## src/rtl/tw_mem_pkg.sv

```systemverilog
package tw_mem_pkg;
  localparam int BYTE_W = 8;

  typedef enum logic [2:0] {
    ST_IDLE,
    ST_RX,
    ST_ACK,
    ST_TX,
    ST_MACK
  } busState_t;

  typedef enum logic [1:0] {
    PH_DEV,
    PH_WORD,
    PH_DATA
  } phase_t;

  typedef struct packed {
    logic shiftIn;
    logic loadAddr;
    logic writeByte;
    logic loadTx;
    logic shiftTx;
  } dpStrobe_t;
endpackage

```

## src/rtl/tw_mem_dp.sv

```systemverilog
module tw_mem_dp
  import tw_mem_pkg::*;
#(
  parameter int PAGE_BYTES    = 16,
  parameter int NUM_PAGES     = 9,
  parameter int BASE_ADDR     = 128,
  parameter int CTRL_IDX      = 7,
  parameter int WEL_BIT       = 7,
  parameter int PSEL_BIT      = 0,
  parameter int RSV_FIRST     = 8,
  parameter int RSV_LAST      = 15,
  parameter logic [7:0] REG_RSV_MASK  = 8'hC0,
  parameter logic [7:0] CTRL_RSV_MASK = 8'h7E,
  parameter int SYNC_STAGES   = 2
) (
  input  logic              clk,
  input  logic              rstN,
  input  logic              sclIn,
  input  logic              sdaIn,
  input  dpStrobe_t         strb,
  output logic              sclLevel,
  output logic              sdaLevel,
  output logic              sclRise,
  output logic              sclFall,
  output logic              startDet,
  output logic              stopDet,
  output logic [BYTE_W-1:0] rxByte,
  output logic              addrValid,
  output logic              txBit
);
  localparam int DEPTH  = PAGE_BYTES * NUM_PAGES;
  localparam int ADDR_W = BYTE_W + 1;
  localparam int IDX_W  = $clog2(DEPTH);
  localparam int OFF_W  = $clog2(PAGE_BYTES);
  localparam logic [ADDR_W-1:0] BASE_A  = ADDR_W'(BASE_ADDR);
  localparam logic [ADDR_W-1:0] LIMIT_A = ADDR_W'(BASE_ADDR + DEPTH);

  // Line synchronisers and edge detection
  logic [SYNC_STAGES-1:0] sclSync, sdaSync;
  logic sclPrev, sdaPrev;

  always_ff @(posedge clk or negedge rstN) begin
    if (!rstN) begin
      sclSync <= '1;
      sdaSync <= '1;
      sclPrev <= 1'b1;
      sdaPrev <= 1'b1;
    end else begin
      sclSync <= {sclSync[SYNC_STAGES-2:0], sclIn};
      sdaSync <= {sdaSync[SYNC_STAGES-2:0], sdaIn};
      sclPrev <= sclLevel;
      sdaPrev <= sdaLevel;
    end
  end

  assign sclLevel = sclSync[SYNC_STAGES-1];
  assign sdaLevel = sdaSync[SYNC_STAGES-1];
  assign sclRise  = sclLevel & ~sclPrev;
  assign sclFall  = ~sclLevel & sclPrev;
  assign startDet = sclLevel & sclPrev & sdaPrev & ~sdaLevel;
  assign stopDet  = sclLevel & sclPrev & ~sdaPrev & sdaLevel;

  // Receive shifter
  logic [BYTE_W-1:0] rxShift;
  always_ff @(posedge clk or negedge rstN) begin
    if (!rstN) rxShift <= '0;
    else if (strb.shiftIn) rxShift <= {rxShift[BYTE_W-2:0], sdaLevel};
  end
  assign rxByte = rxShift;

  // Array and control bits
  logic [BYTE_W-1:0] mem [DEPTH];
  logic welBit, pselBit;
  assign welBit  = mem[CTRL_IDX][WEL_BIT];
  assign pselBit = mem[CTRL_IDX][PSEL_BIT];

  // Address pointer with in-page increment
  logic [ADDR_W-1:0] ptr;
  logic [ADDR_W-1:0] idxFull;
  logic              stepPtr;
  assign idxFull   = ptr - BASE_A;
  assign addrValid = (ptr >= BASE_A) && (ptr < LIMIT_A);
  assign stepPtr   = strb.writeByte | strb.loadTx;

  always_ff @(posedge clk or negedge rstN) begin
    if (!rstN) ptr <= BASE_A;
    else if (strb.loadAddr) ptr <= {pselBit & ~rxShift[BYTE_W-1], rxShift};
    else if (stepPtr) ptr <= {ptr[ADDR_W-1:OFF_W], ptr[OFF_W-1:0] + OFF_W'(1)};
  end

  // Next value for the control register: latch bit always, the rest gated
  logic [BYTE_W-1:0] ctrlNext;
  always_comb begin
    ctrlNext = welBit ? rxShift : mem[CTRL_IDX];
    ctrlNext = ctrlNext & ~CTRL_RSV_MASK;
    ctrlNext[WEL_BIT] = rxShift[WEL_BIT];
  end

  for (genvar g = 0; g < DEPTH; g++) begin : gCell
    if (g == CTRL_IDX) begin : gCtrl
      logic hit;
      assign hit = strb.writeByte && addrValid && (idxFull == ADDR_W'(g));
      always_ff @(posedge clk or negedge rstN) begin
        if (!rstN) mem[g] <= '0;
        else if (hit) mem[g] <= ctrlNext;
      end
    end else if (g >= RSV_FIRST && g <= RSV_LAST) begin : gRsv
      always_ff @(posedge clk or negedge rstN) begin
        if (!rstN) mem[g] <= '0;
        else mem[g] <= '0;
      end
    end else begin : gData
      logic hit;
      assign hit = strb.writeByte && addrValid && (idxFull == ADDR_W'(g));
      always_ff @(posedge clk or negedge rstN) begin
        if (!rstN) mem[g] <= '0;
        else if (hit && welBit) mem[g] <= (g < CTRL_IDX) ? (rxShift & ~REG_RSV_MASK) : rxShift;
      end
      AST_WEL_GUARD: assert property (@(posedge clk) disable iff (!rstN)
        (hit && !welBit) |=> $stable(mem[g]));
    end
  end

  // Transmit shifter
  logic [BYTE_W-1:0] rdData;
  logic [BYTE_W-1:0] txShift;
  assign rdData = addrValid ? mem[idxFull[IDX_W-1:0]] : '0;

  always_ff @(posedge clk or negedge rstN) begin
    if (!rstN) txShift <= '0;
    else if (strb.loadTx) txShift <= rdData;
    else if (strb.shiftTx) txShift <= {txShift[BYTE_W-2:0], 1'b0};
  end
  assign txBit = txShift[BYTE_W-1];

  AST_PAGE_KEEP: assert property (@(posedge clk) disable iff (!rstN)
    (stepPtr && !strb.loadAddr) |=> (ptr[ADDR_W-1:OFF_W] == $past(ptr[ADDR_W-1:OFF_W])));
  AST_PAGE_WRAP: assert property (@(posedge clk) disable iff (!rstN)
    (stepPtr && !strb.loadAddr && (ptr[OFF_W-1:0] == '1)) |=> (ptr[OFF_W-1:0] == '0));
  AST_RSV_READ_ZERO: assert property (@(posedge clk) disable iff (!rstN)
    (strb.loadTx && addrValid && idxFull >= ADDR_W'(RSV_FIRST) && idxFull <= ADDR_W'(RSV_LAST))
      |=> (txShift == '0));
  AST_RSV_BITS: assert property (@(posedge clk) disable iff (!rstN)
    (mem[CTRL_IDX] & CTRL_RSV_MASK) == '0);
endmodule

```

## src/rtl/tw_mem_ctrl.sv

```systemverilog
module tw_mem_ctrl
  import tw_mem_pkg::*;
#(
  parameter logic [3:0] DEV_TYPE = 4'b1010,
  parameter int STRAP_W = 3
) (
  input  logic              clk,
  input  logic              rstN,
  input  logic              sclLevel,
  input  logic              sdaLevel,
  input  logic              sclRise,
  input  logic              sclFall,
  input  logic              startDet,
  input  logic              stopDet,
  input  logic [BYTE_W-1:0] rxByte,
  input  logic              addrValid,
  input  logic              txBit,
  input  logic [STRAP_W-1:0] devStrap,
  output dpStrobe_t         strb,
  output logic              sdaOe
);
  localparam int CNT_W = $clog2(BYTE_W + 1);
  localparam logic [CNT_W-1:0] LAST_BIT = CNT_W'(BYTE_W);

  busState_t       state, stateNext;
  phase_t          phase, phaseNext;
  logic [CNT_W-1:0] bitCnt, cntNext;
  logic            readMode, readNext;
  logic            mAck, mAckNext;
  logic            devMatch;

  assign devMatch = (rxByte[BYTE_W-1:BYTE_W-4] == DEV_TYPE) &&
                    (rxByte[STRAP_W:1] == devStrap);

  always_comb begin
    stateNext = state;
    phaseNext = phase;
    cntNext   = bitCnt;
    readNext  = readMode;
    mAckNext  = mAck;
    strb      = '0;
    if (startDet) begin
      stateNext = ST_RX;
      phaseNext = PH_DEV;
      cntNext   = '0;
    end else if (stopDet) begin
      stateNext = ST_IDLE;
      cntNext   = '0;
    end else begin
      case (state)
        ST_RX: begin
          if (sclRise && bitCnt < LAST_BIT) begin
            strb.shiftIn = 1'b1;
            cntNext = bitCnt + CNT_W'(1);
          end else if (sclFall && bitCnt == LAST_BIT) begin
            cntNext = '0;
            case (phase)
              PH_DEV: begin
                if (devMatch) begin
                  stateNext = ST_ACK;
                  readNext  = rxByte[0];
                end else begin
                  stateNext = ST_IDLE;
                end
              end
              PH_WORD: begin
                strb.loadAddr = 1'b1;
                stateNext = ST_ACK;
              end
              default: begin
                if (addrValid) begin
                  strb.writeByte = 1'b1;
                  stateNext = ST_ACK;
                end else begin
                  stateNext = ST_IDLE;
                end
              end
            endcase
          end
        end
        ST_ACK: begin
          if (sclFall) begin
            cntNext = '0;
            if (phase == PH_DEV && readMode) begin
              strb.loadTx = 1'b1;
              stateNext = ST_TX;
            end else begin
              stateNext = ST_RX;
              phaseNext = (phase == PH_DEV) ? PH_WORD : PH_DATA;
            end
          end
        end
        ST_TX: begin
          if (sclRise) begin
            cntNext = bitCnt + CNT_W'(1);
          end else if (sclFall) begin
            if (bitCnt == LAST_BIT) stateNext = ST_MACK;
            else strb.shiftTx = 1'b1;
          end
        end
        ST_MACK: begin
          if (sclRise) begin
            mAckNext = ~sdaLevel;
          end else if (sclFall) begin
            cntNext = '0;
            if (mAck) begin
              strb.loadTx = 1'b1;
              stateNext = ST_TX;
            end else begin
              stateNext = ST_IDLE;
            end
          end
        end
        default: ;
      endcase
    end
  end

  always_ff @(posedge clk or negedge rstN) begin
    if (!rstN) begin
      state    <= ST_IDLE;
      phase    <= PH_DEV;
      bitCnt   <= '0;
      readMode <= 1'b0;
      mAck     <= 1'b0;
    end else begin
      state    <= stateNext;
      phase    <= phaseNext;
      bitCnt   <= cntNext;
      readMode <= readNext;
      mAck     <= mAckNext;
    end
  end

  assign sdaOe = (state == ST_ACK) || (state == ST_TX && !txBit);

  AST_DRIVE_SCL_LOW: assert property (@(posedge clk) disable iff (!rstN)
    !$stable(sdaOe) |-> !sclLevel);
  AST_STOP_IDLE: assert property (@(posedge clk) disable iff (!rstN)
    (stopDet && !startDet) |=> (state == ST_IDLE && !sdaOe));
  AST_START_RESTART: assert property (@(posedge clk) disable iff (!rstN)
    startDet |=> (state == ST_RX && phase == PH_DEV && bitCnt == '0));
  AST_TYPE_MISMATCH: assert property (@(posedge clk) disable iff (!rstN)
    (state == ST_RX && phase == PH_DEV && sclFall && !startDet && !stopDet &&
     bitCnt == LAST_BIT && rxByte[BYTE_W-1:BYTE_W-4] != DEV_TYPE) |=> (state == ST_IDLE));
  AST_NO_DRIVE_IN_RX: assert property (@(posedge clk) disable iff (!rstN)
    (state == ST_RX) |-> !sdaOe);
endmodule

```

## src/rtl/tw_mem_slave.sv

```systemverilog
module tw_mem_slave
  import tw_mem_pkg::*;
#(
  parameter int PAGE_BYTES  = 16,
  parameter int NUM_PAGES   = 9,
  parameter int BASE_ADDR   = 128,
  parameter int STRAP_W     = 3,
  parameter int SYNC_STAGES = 2
) (
  input  logic               clk,
  input  logic               rstN,
  input  logic               sclIn,
  input  logic               sdaIn,
  input  logic [STRAP_W-1:0] devStrap,
  output logic               sdaOe
);
  dpStrobe_t         strb;
  logic              sclLevel, sdaLevel, sclRise, sclFall, startDet, stopDet;
  logic [BYTE_W-1:0] rxByte;
  logic              addrValid, txBit;

  tw_mem_dp #(
    .PAGE_BYTES(PAGE_BYTES),
    .NUM_PAGES(NUM_PAGES),
    .BASE_ADDR(BASE_ADDR),
    .SYNC_STAGES(SYNC_STAGES)
  ) u_dp (
    .clk(clk),
    .rstN(rstN),
    .sclIn(sclIn),
    .sdaIn(sdaIn),
    .strb(strb),
    .sclLevel(sclLevel),
    .sdaLevel(sdaLevel),
    .sclRise(sclRise),
    .sclFall(sclFall),
    .startDet(startDet),
    .stopDet(stopDet),
    .rxByte(rxByte),
    .addrValid(addrValid),
    .txBit(txBit)
  );

  tw_mem_ctrl #(
    .STRAP_W(STRAP_W)
  ) u_ctrl (
    .clk(clk),
    .rstN(rstN),
    .sclLevel(sclLevel),
    .sdaLevel(sdaLevel),
    .sclRise(sclRise),
    .sclFall(sclFall),
    .startDet(startDet),
    .stopDet(stopDet),
    .rxByte(rxByte),
    .addrValid(addrValid),
    .txBit(txBit),
    .devStrap(devStrap),
    .strb(strb),
    .sdaOe(sdaOe)
  );
endmodule

```

## config.mk

```make
export PLATFORM = sky130hd
export DESIGN_NAME = tw_mem_slave
export DESIGN_NICKNAME = d
export VERILOG_FILES = /design/src/rtl/tw_mem_pkg.sv /design/src/rtl/tw_mem_dp.sv /design/src/rtl/tw_mem_ctrl.sv /design/src/rtl/tw_mem_slave.sv
export SDC_FILE = /design/constraint.sdc
export NUM_CORES = 2
export LEC_CHECK = 0
export BUFFER_PORTS_ARGS = -buffer_cell sky130_fd_sc_hd__buf_4
export CORE_UTILIZATION = 48
export DETAILED_ROUTE_END_ITERATION = 10
export PLACE_DENSITY = 0.72
export SLEW_MARGIN = 20
export SYNTH_ARGS = -nofsm -noshare
export SYNTH_HDL_FRONTEND = slang
export SYNTH_HIERARCHICAL = 1
export SYNTH_SLANG_ARGS = --single-unit
```

## constraint.sdc

```tcl
create_clock -name clk -period 3.8 [get_ports clk]
set_input_delay 1.14 -clock clk [delete_from_list [all_inputs] [get_ports clk]]
set_output_delay 1.14 -clock clk [all_outputs]
set_load 0.03 [all_outputs]
```

# Word level (Yosys, flattened, before mapping)
# Index checks and enable logic that the tools add are counted.
# op_classes
n_bitwise	18
mux	57
reduce_logical	294
eq_ne	155
n_lt_le_gt_ge	4
addsub	3
# ops
cell	n
equality test 9 x 7 -> 1 bit, second input constant	64
equality test 9 x 6 -> 1 bit, second input constant	32
logical AND 1 bit	278
equality test 9 x 5 -> 1 bit, second input constant	16
equality test 9 x 8 -> 1 bit, second input constant	16
binary-select mux 8 bit (select 8 bit)	1
two-way mux 8 bit	5
equality test 9 x 3 -> 1 bit, second input constant	4
two-way mux 3 bit	11
two-way mux 4 bit	8
two-way mux 2 bit	12
inequality test 4 x 3 -> 1 bit, second input constant	6
equality test 9 x 2 -> 1 bit, second input constant	2
one-hot mux 4 bit (4 select lines)	1
two-way mux 1 bit	13
inequality test 4 bit, second input constant	3
one-hot mux 3 bit (4 select lines)	1
AND reduction 4 bit	3
two-way mux 5 bit	2
equality test 9 x 1 -> 1 bit, second input constant	1
>= comparator 9 x 8 -> 1 bit, second input constant	1
>= comparator 9 bit, second input constant	1
zero test 9 bit	1
< comparator 9 bit, second input constant	1
27 further kinds	48
# totals
wordCells	681
reg_bits	1110
inputBits	7
out_inout_bits	1

# Logic depth before layout (Yosys ltp)
# depth
ltp_word	12
ltp_mapped	15
ltp_nobuf	13

# Cells and area by module
# The synthesis kept the hierarchy.
# by_module_without_submodules
mod	instances	seq_area_each_um2	area_each_um2	cells_each
tw_mem_dp	1	27510.1	50375.8	3424
tw_mem_ctrl	1	275.3	892.1	105

# Worst setup path before layout
# Ideal clock, no wire load.
# synth_path
path_type	register to register
startpoint	reg u_dp.sdaSync[1]
endpoint	reg u_dp/mem[416] (netlist name)
path_buffers	1
setup_slack_ps	358
required_ps	3672
t_arrival_ps	3315
period_less_slack_ps	3442
path_stages_with_launch	12
setup_time_ps	128
cell_sequence	dfstp_2 nor3b_1 or3b_4 or4_4 nor2_1 inv_1 a211o_1 or3_1 nor2_2 buf_6 nand2_4 mux2_1
# synth_lines
item	line	source
start, declared	tw_mem_dp.sv:39	logic [SYNC_STAGES-1:0] sclSync, sdaSync;
start signal, assigned	tw_mem_dp.sv:50	sdaSync <= {sdaSync[SYNC_STAGES-2:0], sdaIn};
end signal, assigned by index	tw_mem_dp.sv:117	else if (hit && welBit) mem[g] <= (g < CTRL_IDX) ? (rxShift & ~REG_RSV_MASK) : rxShift;
end, declared	tw_mem_dp.sv:72	logic [BYTE_W-1:0] mem [DEPTH];

==> impl_results.html <==
<table>
<tr><th>Metric</th><th>Value</th></tr>
<tr><th colspan="2">Power</th></tr>
<tr><td>Sequential share of power</td><td>48.7%</td></tr>
<tr><td>Power per cell area</td><td>435.5 mW/mm2</td></tr>
<tr><td>Largest voltage drop on the vdd net</td><td>0.4332 mV</td></tr>
<tr><td>Switch Pwr</td><td>6.114 mW</td></tr>
<tr><td>Final total power</td><td>25.03 mW</td></tr>
<tr><td>Internal Dissipation</td><td>18.92 mW</td></tr>
<tr><td>Clk network pwr share</td><td>44.9%</td></tr>
<tr><td>Share of total power in combinational logic</td><td>6.4%</td></tr>
<tr><td>Switching Share</td><td>24.42%</td></tr>
<tr><td>Leakage power of the design</td><td>27.44 nW</td></tr>
<tr><th colspan="2">STA</th></tr>
<tr><td>Final total negative setup slack</td><td>0 ps</td></tr>
<tr><td>Headroom to the max-slew limit</td><td>28.72%</td></tr>
<tr><td>Setup repair after global routing missed its margin</td><td>no</td></tr>
<tr><td>Final Hold Viols</td><td>0</td></tr>
<tr><td>Fin. max-slew vios</td><td>0</td></tr>
<tr><td>Setup WS post-layout</td><td>141.4 ps</td></tr>
<tr><td>Shortest period the worst path allows</td><td>3659 ps</td></tr>
<tr><td>Actual slew at the worst max-slew pin</td><td>1061 ps</td></tr>
<tr><td>Number of endpoints failing setup at the final stage</td><td>0</td></tr>
<tr><td>Clock Skew</td><td>32.00 ps</td></tr>
<tr><td>Ratio of final minimum period to clock period</td><td>96.28%</td></tr>
<tr><td>Achievable frequency</td><td>0.2733 GHz</td></tr>
<tr><th colspan="2">CTS</th></tr>
<tr><td>CTS buffer count</td><td>112</td></tr>
<tr><td>Clk sink count</td><td>1,110</td></tr>
<tr><td>Largest buffer count on any clock path</td><td>3</td></tr>
<tr><td>TritonCTS clock tree</td><td>built</td></tr>
<tr><td>Cts hold-fix bufs</td><td>0</td></tr>
<tr><td>CTS clock-pin slew for the worst setup and hold paths</td><td>60 ps</td></tr>
<tr><td>Clock latency on the worst-skew pair</td><td>700 ps</td></tr>
<tr><td>CTS Root Buffer Type</td><td>clkbuf_16</td></tr>
<tr><td>Post-CTS setup buffer count</td><td>0</td></tr>
<tr><td>H-tree level count</td><td>3</td></tr>
<tr><th colspan="2">Worst setup path</th></tr>
<tr><td>Register-to-register setup slack</td><td>140 ps</td></tr>
<tr><td>Largest driver fanout on the critical path</td><td>8</td></tr>
<tr><td>Worst Path Class, Setup</td><td>flip-flop to flip-flop</td></tr>
<tr><td>Reg2reg start</td><td>u_dp/sdaSync[1]</td></tr>
<tr><td>CP required</td><td>4370 ps</td></tr>
<tr><td>Critical Path Sink Type</td><td>flip-flop</td></tr>
<tr><td>Cell depth of the worst flop-to-flop path</td><td>11</td></tr>
<tr><td>Worst r2r dst</td><td>u_dp/mem[853]</td></tr>
<tr><td>Type of origin of the critical path</td><td>flip-flop</td></tr>
<tr><td>WP data arrival</td><td>4230 ps</td></tr>
<tr><th colspan="2">Detailed routing</th></tr>
<tr><td>Average vias per placed instance</td><td>6.137</td></tr>
<tr><td>Number of vias after detailed routing</td><td>30,980</td></tr>
<tr><td>Final antenna-violating net count</td><td>0</td></tr>
<tr><td>Detailed Routing Iterations Pass 1</td><td>8</td></tr>
<tr><td>Routed len/inst</td><td>25.96 um</td></tr>
<tr><td>Aggregate routed wire length</td><td>131,100 um</td></tr>
<tr><td>Iteration-0 DRC count of the detailed router</td><td>2,332</td></tr>
<tr><td>Drt drc</td><td>4</td></tr>
<tr><th colspan="2">Flow run</th></tr>
<tr><td>Max capacitance violation total</td><td>0</td></tr>
<tr><th colspan="2">Logic synthesis</th></tr>
<tr><td>Async SR Flop Fraction</td><td>100.0%</td></tr>
<tr><td>Cell count after synthesis</td><td>3,529</td></tr>
<tr><td>Number of warnings issued by yosys</td><td>6</td></tr>
<tr><td>Mapped Nets</td><td>3,545</td></tr>
<tr><td>Top_reg_cell synth</td><td>dfrtp_1</td></tr>
<tr><td>Count of unique library cells instantiated by Yosys</td><td>73</td></tr>
<tr><td>Average footprint of a synthesized cell</td><td>14.53 um2</td></tr>
<tr><td>Post-Synthesis Cell Area</td><td>0.05127 mm2</td></tr>
<tr><td>Post-synth EDFFs</td><td>0</td></tr>
<tr><td>Register bit count reported by yosys</td><td>1,110</td></tr>
<tr><td>Sequential cell area fraction in the yosys report</td><td>54.20%</td></tr>
<tr><th colspan="2">Global routing</th></tr>
<tr><td>GR Overflow Total</td><td>0</td></tr>
<tr><td>First-pass GRT wire length</td><td>202,500 um</td></tr>
<tr><td>Maximum number of pins on one net before global-route repair</td><td>139</td></tr>
<tr><td>Number of global-route vias before repair</td><td>32,380</td></tr>
<tr><td>Initial antenna violation count</td><td>1</td></tr>
<tr><td>GRT Total Usage</td><td>24.64%</td></tr>
<tr><th colspan="2">Die</th></tr>
<tr><td>Overall die width</td><td>328.8 um</td></tr>
<tr><td>Die extent in y</td><td>328.8 um</td></tr>
<tr><td>Die outline area</td><td>0.1081 mm2</td></tr>
<tr><td>I/O pin count</td><td>8</td></tr>
<tr><td>Floorplan core area</td><td>0.1056 mm2</td></tr>
<tr><td>Number of placement rows</td><td>119</td></tr>
<tr><td>Starting density of the core</td><td>48.57%</td></tr>
<tr><th colspan="2">Status</th></tr>
<tr><td>Run status</td><td>finished with violations</td></tr>
<tr><td>Violated checks</td><td>design-rule violations</td></tr>
<tr><th colspan="2">Placement</th></tr>
<tr><td>Final weighted congestion in routability-driven placement</td><td>0.9353</td></tr>
<tr><td>PortBufs</td><td>7</td></tr>
<tr><td>Sum of net half-perimeters after detailed placement</td><td>84,160 um</td></tr>
<tr><td>Place WS</td><td>-180.0 ps</td></tr>
<tr><th colspan="2">Worst hold path</th></tr>
<tr><td>Destination of the worst hold path</td><td>u_dp/sclSync[1]</td></tr>
<tr><td>Worst min-delay path startpoint</td><td>u_dp/sclSync[0]</td></tr>
<tr><td>Number of cells on the worst hold path</td><td>0</td></tr>
<tr><td>Min-delay worst type</td><td>flip-flop to flip-flop</td></tr>
<tr><th colspan="2">Final layout</th></tr>
<tr><td>Fraction of layout cells with a size suffix above 1</td><td>45.92%</td></tr>
<tr><td>Net count reported at finish</td><td>3,578</td></tr>
<tr><td>Relative area change from synthesis to final layout</td><td>12.13%</td></tr>
</table>
[through the flow]
stage          std cells  util (%)  instance area (um2)  hold slack (ps)
6_report            5048     54.45                57490            354.6
3_3_place_gp        4839     50.82                53650            356.4
4_1_cts             5047     54.43                57460            351.3
3_5_place_dp        4839     50.83                53660            354.1
2_1_floorplan       3529         -                51270            345.2
5_1_grt             5047     54.45                57480            352.2
[metal layers]
metal | vias to the layer above | track usage, % | wire, um
met5 | - | 0 | 0
met4 | 0 | 9.171 | 4548
met3 | 252 | 4.667 | 8613
met2 | 903 | 38.51 | 61360
met1 | 16640 | 34.23 | 56540
li1 | 13190 | - | -
[synth_stat cells, drive strengths merged, types with 19 or more instances]
cell | n | share of area, %
o21ai | 21 | 0.21
nor2 | 63 | 0.47
buf | 85 | 0.83
nand3 | 67 | 0.68
mux2i | 168 | 3.3
mux2 | 1096 | 24
nand2 | 225 | 2.0
a21oi | 25 | 0.24
clkbuf | 158 | 1.2
dfrtp | 1103 | 54
mux4 | 187 | 8.2
a22oi | 102 | 1.5
nor3 | 19 | 0.25
[logic make-up after synthesis]
group	Yosys count	synth area share (%)
and+or+nand+nor	470	4.713
buffers and inverters	260	2.116
muxes	1451	35.58
xor gates and xnor gates	6	0.1025
adders and majority gates	9	0.2197
DFF	1110	54.20
AOI/OAI and AO/OA	223	3.077
[final cells by class]
| cell class | instances | area [um2] |
|---|---|---|
| fill | 8500 | 48080 |
| sequential | 1110 | 27830 |
| multi-input combinational | 2159 | 22490 |
| clock buffer | 185 | 3493 |
| tap | 1391 | 1740 |
| timing repair buffer | 162 | 1587 |
| clock inverter | 23 | 286.5 |
| inverter | 17 | 63.81 |
| antenna | 1 | 2.502 |
[repair_timing]
action                                 4_1_cts  5_1_grt
gates resized for setup                      3        6
pin swaps                                    0        1
endpoints found under the hold margin        0        0
setup endpoints to repair                  107      168
[placed cells by master (no fill, tap or decap), types with 7 or more instances in the layout]
| cell type | count |
|---|---|
| inv_1 | 17 |
| ha_1 | 9 |
| mux2i_1 | 168 |
| nand3b_1 | 7 |
| clkbuf_16 | 117 |
| buf_12 | 29 |
| a21oi_1 | 25 |
| a31oi_1 | 14 |
| a211oi_1 | 8 |
| a22oi_1 | 102 |
| mux2_1 | 23 |
| a221oi_1 | 7 |
| dfrtp_1 | 1092 |
| mux4_2 | 187 |
| nand2_1 | 190 |
| nand2b_1 | 11 |
| clkbuf_1 | 37 |
| mux2_2 | 1072 |
| nor4_1 | 13 |
| nand3_1 | 66 |
| nor2_2 | 8 |
| buf_4 | 132 |
| nand4_1 | 17 |
| nand2_4 | 20 |
| clkbuf_8 | 31 |
| nor3_1 | 11 |
| nor2_1 | 54 |
| and2_1 | 7 |
| clkinv_2 | 10 |
| dfrtp_4 | 11 |
| o21ai_0 | 17 |
| nand2_2 | 15 |
| dfstp_2 | 7 |
| o211ai_1 | 14 |
| nor2b_1 | 7 |
[critical path: stages, from the launching register on]
cell and delay, ps:
dfstp_2 570, nor3b_1 70, or3b_4 410, or4_4 570, nor2_1 180, buf_4 150
nand3_4 100, buf_4 210, nor3_2 290, buf_4 230, nand2_1 330, mux2_2 410
[power groups by stage]
stage / logic [mW] / registers (mW) / clock network (mW)
floorplan: 1.00 / 12.2 / 0
global placement: 1.60 / 12.4 / 0
detailed placement: 1.61 / 12.4 / 0
CTS: 1.62 / 12.2 / 11.4
global route: 1.75 / 12.2 / 11.9
finish: 1.60 / 12.2 / 11.2
[worst max path at each step]
| stage | startpoint | end | slack [ps] | cells after the start |
|---|---|---|---|---|
| floorplan | u_dp/sdaSync[1] | u_dp/mem[416] | 360 | 11 |
| global placement | u_dp/sdaSync[1] | u_dp/mem[635] | -150 | 9 |
| detailed placement | u_dp/sdaSync[1] | u_dp/mem[719] | -180 | 9 |
| CTS | u_dp/sdaSync[1] | u_dp/mem[954] | 20 | 11 |
| global route | u_dp/sdaSync[1] | u_dp/mem[954] | 20 | 11 |
| finish | u_dp/sdaSync[1] | u_dp/mem[853] | 140 | 11 |
[registers in the layout (all words and copies together) (netlist names), 3 cells and up]
name / count
u_ctrl/state: 3
u_dp/txShift: 8
u_ctrl/bitCnt: 4
u_dp/rxByte: 8
u_dp/mem: 1068
u_dp/ptr: 9
No activity file was read; power rests on OpenSTA's default activity.
